===== src/rtl/bus_crc16_pkg.sv =====
package bus_crc16_pkg;
  localparam int CRC_W  = 16;
  localparam int FOLD_W = 8;

  typedef enum logic [1:0] {
    SEL_CTRL = 2'd0,
    SEL_DIN  = 2'd1,
    SEL_DOUT = 2'd2,
    SEL_NONE = 2'd3
  } reg_sel_e;

  // Fold one byte into the running checksum, MSB first.
  function automatic logic [CRC_W-1:0] crc_fold(input logic [CRC_W-1:0] cur,
                                                input logic [FOLD_W-1:0] din,
                                                input logic [CRC_W-1:0] poly);
    logic [CRC_W-1:0] r;
    r = cur ^ {din, {(CRC_W-FOLD_W){1'b0}}};
    for (int i = 0; i < FOLD_W; i++) begin
      r = r[CRC_W-1] ? ((r << 1) ^ poly) : (r << 1);
    end
    return r;
  endfunction
endpackage


===== src/rtl/bus_crc16_decode.sv =====
module bus_crc16_decode
  import bus_crc16_pkg::*;
#(
  parameter int DATA_W    = 16,
  parameter int CLEAR_BIT = 15
) (
  input  logic              bus_wr,
  input  logic [1:0]        bus_addr,
  input  logic [DATA_W-1:0] bus_wdata,
  output logic              do_clear,
  output logic              do_feed,
  output logic [FOLD_W-1:0] feed_byte
);
  always_comb begin
    do_clear  = bus_wr && (reg_sel_e'(bus_addr) == SEL_CTRL) && bus_wdata[CLEAR_BIT];
    do_feed   = bus_wr && (reg_sel_e'(bus_addr) == SEL_DIN);
    feed_byte = bus_wdata[FOLD_W-1:0];
  end
endmodule


===== src/rtl/bus_crc16_accum.sv =====
module bus_crc16_accum
  import bus_crc16_pkg::*;
#(
  parameter logic [CRC_W-1:0] POLY = 16'h1021,
  parameter logic [CRC_W-1:0] INIT = 16'h47C3
) (
  input  logic              clk,
  input  logic              rst_n,
  input  logic              do_clear,
  input  logic              do_feed,
  input  logic [FOLD_W-1:0] feed_byte,
  output logic [CRC_W-1:0]  crc_q
);
  always_ff @(posedge clk or negedge rst_n) begin
    if (!rst_n)        crc_q <= INIT;
    else if (do_clear) crc_q <= INIT;
    else if (do_feed)  crc_q <= crc_fold(crc_q, feed_byte, POLY);
  end
endmodule


===== src/rtl/bus_crc16_count.sv =====
module bus_crc16_count #(
  parameter int CNT_W    = 12,
  parameter bit SATURATE = 1'b1
) (
  input  logic             clk,
  input  logic             rst_n,
  input  logic             do_clear,
  input  logic             do_feed,
  output logic [CNT_W-1:0] cnt_q
);
  localparam logic [CNT_W-1:0] CNT_MAX = {CNT_W{1'b1}};

  logic [CNT_W-1:0] cnt_next;

  generate
    if (SATURATE) begin : g_sat
      always_comb cnt_next = (cnt_q == CNT_MAX) ? cnt_q : cnt_q + 1'b1;
    end else begin : g_wrap
      always_comb cnt_next = cnt_q + 1'b1;
    end
  endgenerate

  always_ff @(posedge clk or negedge rst_n) begin
    if (!rst_n)        cnt_q <= '0;
    else if (do_clear) cnt_q <= '0;
    else if (do_feed)  cnt_q <= cnt_next;
  end
endmodule


===== src/rtl/bus_crc16.sv =====
module bus_crc16
  import bus_crc16_pkg::*;
#(
  parameter int               DATA_W = 16,
  parameter int               CNT_W  = 12,
  parameter logic [CRC_W-1:0] POLY   = 16'h1021,
  parameter logic [CRC_W-1:0] INIT   = 16'h47C3
) (
  input  logic              clk,
  input  logic              rst_n,
  input  logic              bus_wr,
  input  logic [1:0]        bus_addr,
  input  logic [DATA_W-1:0] bus_wdata,
  output logic [DATA_W-1:0] bus_rdata
);
  localparam int CLEAR_BIT = DATA_W - 1;

  logic              do_clear;
  logic              do_feed;
  logic [FOLD_W-1:0] feed_byte;
  logic [CRC_W-1:0]  crc_q;
  logic [CNT_W-1:0]  cnt_q;

  bus_crc16_decode #(.DATA_W(DATA_W), .CLEAR_BIT(CLEAR_BIT)) u_decode (
    .bus_wr(bus_wr), .bus_addr(bus_addr), .bus_wdata(bus_wdata),
    .do_clear(do_clear), .do_feed(do_feed), .feed_byte(feed_byte)
  );

  bus_crc16_accum #(.POLY(POLY), .INIT(INIT)) u_accum (
    .clk(clk), .rst_n(rst_n), .do_clear(do_clear), .do_feed(do_feed),
    .feed_byte(feed_byte), .crc_q(crc_q)
  );

  bus_crc16_count #(.CNT_W(CNT_W), .SATURATE(1'b1)) u_count (
    .clk(clk), .rst_n(rst_n), .do_clear(do_clear), .do_feed(do_feed),
    .cnt_q(cnt_q)
  );

  always_comb begin
    bus_rdata = '0;
    unique case (reg_sel_e'(bus_addr))
      SEL_CTRL: bus_rdata[CNT_W-1:0] = cnt_q;
      SEL_DOUT: bus_rdata[CRC_W-1:0] = crc_q;
      default:  bus_rdata = '0;
    endcase
  end
endmodule


===== config.mk =====
export PLATFORM = sky130hd
export DESIGN_NAME = bus_crc16
export DESIGN_NICKNAME = d
export VERILOG_FILES = /design/src/rtl/bus_crc16_pkg.sv /design/src/rtl/bus_crc16_decode.sv /design/src/rtl/bus_crc16_accum.sv /design/src/rtl/bus_crc16_count.sv /design/src/rtl/bus_crc16.sv
export SDC_FILE = /design/constraint.sdc
export NUM_CORES = 1
export LEC_CHECK = 0
export BUFFER_PORTS_ARGS = -buffer_cell sky130_fd_sc_hd__buf_4
export CAP_MARGIN = 30
export CORE_ASPECT_RATIO = 0.6
export CORE_MARGIN = 8
export CORE_UTILIZATION = 30
export DETAILED_ROUTE_END_ITERATION = 7
export PLACE_DENSITY_LB_ADDON = 0.15
export SYNTH_ARGS = -nofsm -noshare
export SYNTH_HDL_FRONTEND = slang
export SYNTH_SLANG_ARGS = --single-unit

===== constraint.sdc =====
create_clock -name clk -period 1.5 [get_ports clk]
set_input_delay 0.15 -clock clk [delete_from_list [all_inputs] [get_ports clk]]
set_output_delay 0.15 -clock clk [all_outputs]
set_load 0.005 [all_outputs]

==> impl_metrics.csv, run 1 <==
group,metric,value,unit
place,hpwl,4140,um
drt,drt_drc_violations_left,0,
timing,fin_crit_sh,100,%
place,preCtsSetupSlack,-166,ps
critical_path,r2r_start,"u_count.cnt_q[1]$_DFFE_PN0P_",
place,place.gp.congestion,0.810,
final_layout,antenna_cells,0,
drt,detail_route.wirelength,5310,um
global_routing,grt.total_usage,13.0,%
drt,vias,1585,
critical_path,critical_path_arrival,1650,ps
die,start_util,31.2,%
drt,drt_iter0_drc,97,
final_layout,post-route-cell-area,2400,um2
timing,fin_setup_tns,0,ps
global_routing,antenna_found_initial,0,
cts,cts_inserted_buffers,3,
synthesis,ys_seq_area_share,40.7,%
synthesis,synth.avg_cell_area,9.44,um2
timing,fin_hold_ws,323,ps
final_layout,final_cell_mix,"buf_4, nor2_1, dfrtp_1",
final_layout,layout_commonest_cell,"buf_4",
final_layout,final_util,42.8,%
cts,h-tree-depth,1,
synthesis,syn-instance-count,185,
timing,skew,3.69,ps
timing,tightest_slew,360,ps
die,die_x,115,um
die,placementRows,21,
drt,ant_nets,0,
timing,relSlewSlack,75.3,%
cts,cts_tree,"built",
drt,vias_per_cell,4.85,
timing,rsz0062_at_grt,"true",
power_and_ir_drop,peakVddDrop,0.000671,V
outcome,status,"finished, final reports clean",
global_routing,grt_pass1_wl,8540,um
die,ios,37,
die,core,5600,um2
drt,wl_per_cell,16.3,um
synthesis,yosys_warnings,0,
global_routing,use_met2,16.9,%
power_and_ir_drop,p_total,3.43,mW
final_layout,stdcell_count,327,
critical_path,path_class,"reg -> reg",
critical_path,ff2ff_path_depth,6,
critical_path,r2r_end,"u_count.cnt_q[11]$_DFFE_PN0P_",
power_and_ir_drop,cellLeakagePower,1.06,nW
cts,cts.sinks,28,
global_routing,top_usage_layer,"met1",
critical_path,cp.required,1660,ps
hold_path,min_path_type,"in -> async",
cts,cts_max_path_buffers,2,
die,chipHeight,75.1,um
global_routing,grt_util_met1,19.9,%
place,place_area,2290,um2
critical_path,ff2ff_setup_slack,0.7,ps
timing,fmax,0.667,GHz
place,io_buffers,29,
drt,dr.pass1.iters,4,
power_and_ir_drop,cellPowerDensity,1430,nW/um2
synthesis,syn_area,1750,um2
final_layout,layout.nets,270,
critical_path,crit_fanout,6,
global_routing,use_met3,3.28,%
synthesis,synth_nets,207,
die,dieArea,8600,um2
critical_path,worstSetupEndpointType,"register",
critical_path,start_kind,"register",
timing,setup_violations,0,
global_routing,grt_pass1_vias,1572,
timing,hold_violations,0,
final_layout,drive_gt1_share,36.0,%
cts,worstSkewPairLatency,280,ps
cts,cts-root-buf,"clkbuf_8",
synthesis,synth_cell_types,36,
final_layout,area_growth,37.2,%
timing,fin_ws,0.679,ps
global_routing,overflow,0,
cts,clk_pin_slew,100,ps
run,cap_violations,0,
timing,finalCriticalPeriod,1500,ps
global_routing,grt_start_max_net_pins,29,
place,dp.cells,319,
timing,finalMaxSlewViolations,0,
synthesis,synth_seq_cells,28,
## per-layer routing
metal,wire (um),up-vias,share of wire (%)
li1,-,783,-
met1,2930,762,55
met2,2000,38,38
met3,350,2,6.6
met4,35,0,0.66
met5,0,-,0
## worst max-delay path, cell delays in order (launching register included)
cell	delay, ps
dfrtp_1	390
ha_2	210
nand3_2	110
nor4_4	60
buf_4	160
a2111oi_0	370
a21oi_1	70
## layout make-up
cell class / instances / area (um2)
sequential: 28 / 712
tap: 80 / 100
clock buffer: 4 / 55.1
inverter: 2 / 7.51
fill: 583 / 3200
timing repair buffer: 70 / 528
multi-input combinational: 143 / 995
## synthesized netlist by cell type
cell | count | area [um2]
a2111oi_0 | 1 | 8.76
a21oi_1 | 8 | 40.0
a22o_1 | 2 | 17.5
a31oi_1 | 2 | 12.5
a41oi_1 | 1 | 8.76
and2_1 | 7 | 43.8
and3_1 | 2 | 12.5
and4_1 | 1 | 8.76
buf_1 | 1 | 3.75
buf_2 | 2 | 10.0
buf_4 | 1 | 7.51
buf_6 | 2 | 22.5
clkbuf_1 | 6 | 22.5
dfrtp_1 | 20 | 500
dfstp_2 | 8 | 210
ha_1 | 1 | 12.5
inv_1 | 2 | 7.51
mux2i_1 | 12 | 120
nand2_1 | 11 | 41.3
nand2b_1 | 1 | 6.26
nand3_1 | 6 | 30.0
nand3b_1 | 1 | 7.51
nand4_1 | 3 | 18.8
nor2_1 | 19 | 71.3
nor2b_1 | 3 | 18.8
nor4_2 | 1 | 12.5
nor4bb_4 | 1 | 25.0
o211ai_1 | 1 | 7.51
o21a_1 | 1 | 7.51
o21ai_0 | 15 | 75.1
o22a_1 | 3 | 26.3
o31ai_1 | 13 | 97.6
or3_1 | 1 | 6.26
or4_1 | 2 | 15.0
xnor2_1 | 19 | 166
xor2_1 | 5 | 43.8
## cells by family (layout without fill, tap and decap cells)
group | Yosys count | after routing | synth area share, %
AO/OA/AOI/OAI | 47 | 47 | 17.3
XOR/XNOR | 24 | 24 | 12.0
adder cells (fa/ha/maj) | 1 | 1 | 0.716
buffers and inverters | 14 | 76 | 4.23
flip-flops | 28 | 28 | 40.7
multiplexers | 12 | 12 | 6.88
AND/OR/NAND/NOR | 59 | 59 | 18.2
## registers in the layout, summed over array words and instances, names as in the netlist
signal,cells
u_count.cnt_q,12
u_accum.crc_q,16
## where the power goes
part	internal (mW)	switching [mW]	total, mW
combinational	0.921	0.741	1.66
clock	0.235	0.246	0.481
sequential	1.06	0.228	1.29
total	2.22	1.21	3.43
## timing repair
item,4_1_cts,5_1_grt
gates resized for setup,2,3
endpoints found under the hold margin,20,0
gates cloned,0,0
hold buffers,1,0
setup endpoints to repair,11,13
pin swaps,1,1
setup buffers,2,1
## how the worst max path moves through the flow
stage                                       startpoint                       endpoint  slack, ps  cells after the start
after CTS                 u_count.cnt_q[1]$_DFFE_PN0P_  u_count.cnt_q[11]$_DFFE_PN0P_          6                      6
after global routing      u_count.cnt_q[0]$_DFFE_PN0P_  u_count.cnt_q[10]$_DFFE_PN0P_        -90                      7
after floorplan           u_count.cnt_q[0]$_DFFE_PN0P_   u_count.cnt_q[4]$_DFFE_PN0P_         -4                      6
after detailed placement  u_count.cnt_q[1]$_DFFE_PN0P_   u_count.cnt_q[3]$_DFFE_PN0P_       -170                      5
after global placement    u_count.cnt_q[1]$_DFFE_PN0P_   u_count.cnt_q[1]$_DFFE_PN0P_       -130                      5
final                     u_count.cnt_q[1]$_DFFE_PN0P_  u_count.cnt_q[11]$_DFFE_PN0P_        0.7                      6
No activity file was read; power rests on OpenSTA's default activity.
==> inputs of run 2 (changes only) <==
CORE_UTILIZATION = 49   (was 30)
==> impl_metrics.csv, run 2 (synthesis results as in run 1) <==
group,metric,value,unit
power_and_ir_drop,cellLeakagePower,1.04,nW
global_routing,overflow,0,
cts,h-tree-depth,1,
drt,ant_nets,0,
timing,skew,2.81,ps
timing,finalMaxSlewViolations,0,
drt,m1WireLength,2320,um
critical_path,path_class,"reg -> reg",
final_layout,fillers,258,
power_and_ir_drop,peakVddDrop,0.000851,V
power_and_ir_drop,cellPowerDensity,1480,nW/um2
die,chipHeight,62.2,um
cts,cts-root-buf,"clkbuf_8",
final_layout,top_regs,"u_accum.crc_q x16, u_count.cnt_q x12",
critical_path,critical_path_arrival,1700,ps
critical_path,crit_family,"compound AO/OA/AOI/OAI gates",
critical_path,crit_fanout,4,
drt,dr.pass1.iters,5,
cts,worstSkewPairLatency,280,ps
global_routing,antenna_found_initial,0,
critical_path,worstSetupEndpointType,"register",
outcome,violations,"negative setup slack",
timing,finalCriticalPeriod,1540,ps
global_routing,grt_pass1_vias,1617,
place,dp.cells,272,
die,placementRows,16,
drt,drt_drc_violations_left,0,
timing,fin_ws,-37.1,ps
outcome,status,"complete, but fails checks",
drt,drt_iter0_drc,144,
global_routing,grt.total_usage,17.1,%
timing,hold_violations,0,
drt,vias_per_cell,5.89,
final_layout,final_util,71.2,%
timing,fin_setup_tns,-49.9,ps
final_layout,seq_area,714,um2
critical_path,crit_top_cell,"o31ai_1",
critical_path,critPathMaxStageDelay,370,ps
critical_path,cp.required,1660,ps
final_layout,layout.nets,262,
final_layout,top_register,"u_accum.crc_q",
run,cap_violations,0,
cts,clk_pin_slew,100,ps
drt,vias,1674,
final_layout,drive_gt1_share,38.1,%
drt,wl_per_cell,17.9,um
place,io_buffers,29,
final_layout,antenna_cells,0,
global_routing,grt_pass1_wl,8090,um
hold_path,min_path_type,"in -> async",
drt,met3_length,489,um
final_layout,layout_commonest_cell,"buf_4",
cts,cts_max_path_buffers,2,
timing,rsz0062_at_grt,"true",
critical_path,start_kind,"register",
die,die_x,93.1,um
timing,tightest_slew,384,ps
cts,cts_inserted_buffers,3,
place,place.gp.congestion,0.909,
die,core,3320,um2
critical_path,crit_buf_inv,1,
place,hpwl,3630,um
final_layout,final_cell_mix,"buf_4, nor2_1, xnor2_1",
final_layout,largest_register_ffs,16,
timing,setup_violations,3,
die,start_util,52.6,%
global_routing,grt_start_max_net_pins,29,
timing,fmax,0.651,GHz
die,ios,37,
cts,cts.sinks,28,
die,dieArea,5790,um2
final_layout,stdcell_count,284,
critical_path,path_cells,"ha_2 > buf_6 > and3_4 > a41oi_1 > o31ai_1 > o31ai_1",
timing,relSlewSlack,74.2,%
critical_path,worst_path_max_delay_cell,"dfrtp_1",
cts,cts_tree,"built",
final_layout,multi_input_area,1040,um2
timing,fin_crit_sh,102,%
final_layout,area_growth,35.5,%
drt,wl_met2,2210,um
drt,top_layer,"met4",
drt,detail_route.wirelength,5090,um
run 2: cell count changes in the layout (fill, tap and decap cells not counted), sizes merged:
cell	change
bufinv	+1
clkbuf	-1
buf	-8
run 2: worst register-to-register path, delay by kind of cell (launching register included):
family / cells / cell delay (ps)
AOI/OAI and AO/OA: 3 / 530
adders and majority gates: 1 / 200
buffers and inverters: 1 / 100
DFF: 1 / 370
and+or+nand+nor: 1 / 200
run 2: layout make-up:
type	instances	area share (%)
multi-input combinational	143	44.0
inverter	2	0.317
tap	45	2.38
sequential	28	30.2
timing repair buffer	62	20.1
clock buffer	3	1.75
clock inverter	1	1.27
run 2: worst paths after layout:
path	from	end	slack, ps	depth (start not counted)
setup reg to reg	u_count.cnt_q[1]$_DFFE_PN0P_	u_count.cnt_q[8]$_DFFE_PN0P_	-40	6
hold reg to reg	u_accum.crc_q[14]$_DFFE_PN1P_	u_accum.crc_q[14]$_DFFE_PN1P_	530	2
hold / removal	rst_n	u_count.cnt_q[3]$_DFFE_PN0P_	320	2
min in group clk	bus_wdata[4]	u_accum.crc_q[4]$_DFFE_PN0P_	320	4
setup / recovery	u_count.cnt_q[1]$_DFFE_PN0P_	u_count.cnt_q[8]$_DFFE_PN0P_	-40	6
max in group asynchronous	rst_n	u_accum.crc_q[10]$_DFFE_PN1P_	860	2
run 2: per-layer routing:
| layer | global-route usage (%) | vias up |
|---|---|---|
| met3 | 5.52 | 12 |
| li1 | - | 768 |
| met2 | 24.7 | 90 |
| met1 | 24.1 | 804 |
| met5 | 0 | - |
| met4 | 2.99 | 0 |
run 2: per-stage QoR:
stage          area [um2]  power (mW)  setup slack [ps]  hold WS, ps
3_5_place_dp         2160        2.85             -70.4         92.9
5_1_grt              2370        3.71              -132          363
4_1_cts              2270        3.47              2.36          326
2_1_floorplan        1770        2.25             -4.45         -146
3_3_place_gp         2160        2.79             -29.8         85.4
6_report             2370        3.51             -37.1          322
run 2: what timing repair did:
item	CTS	global route
gates cloned	0	0
pin swaps	2	4
setup buffers	2	5
endpoints found under the setup margin	12	14
resized for setup	6	17
hold endpoints to repair	20	0
hold buffers	1	0
run 2: power breakdown:
part	switching (mW)	internal [mW]
Sequential	0.253	1.07
Clock	0.252	0.358
Combinational	0.718	0.864
Total	1.22	2.29
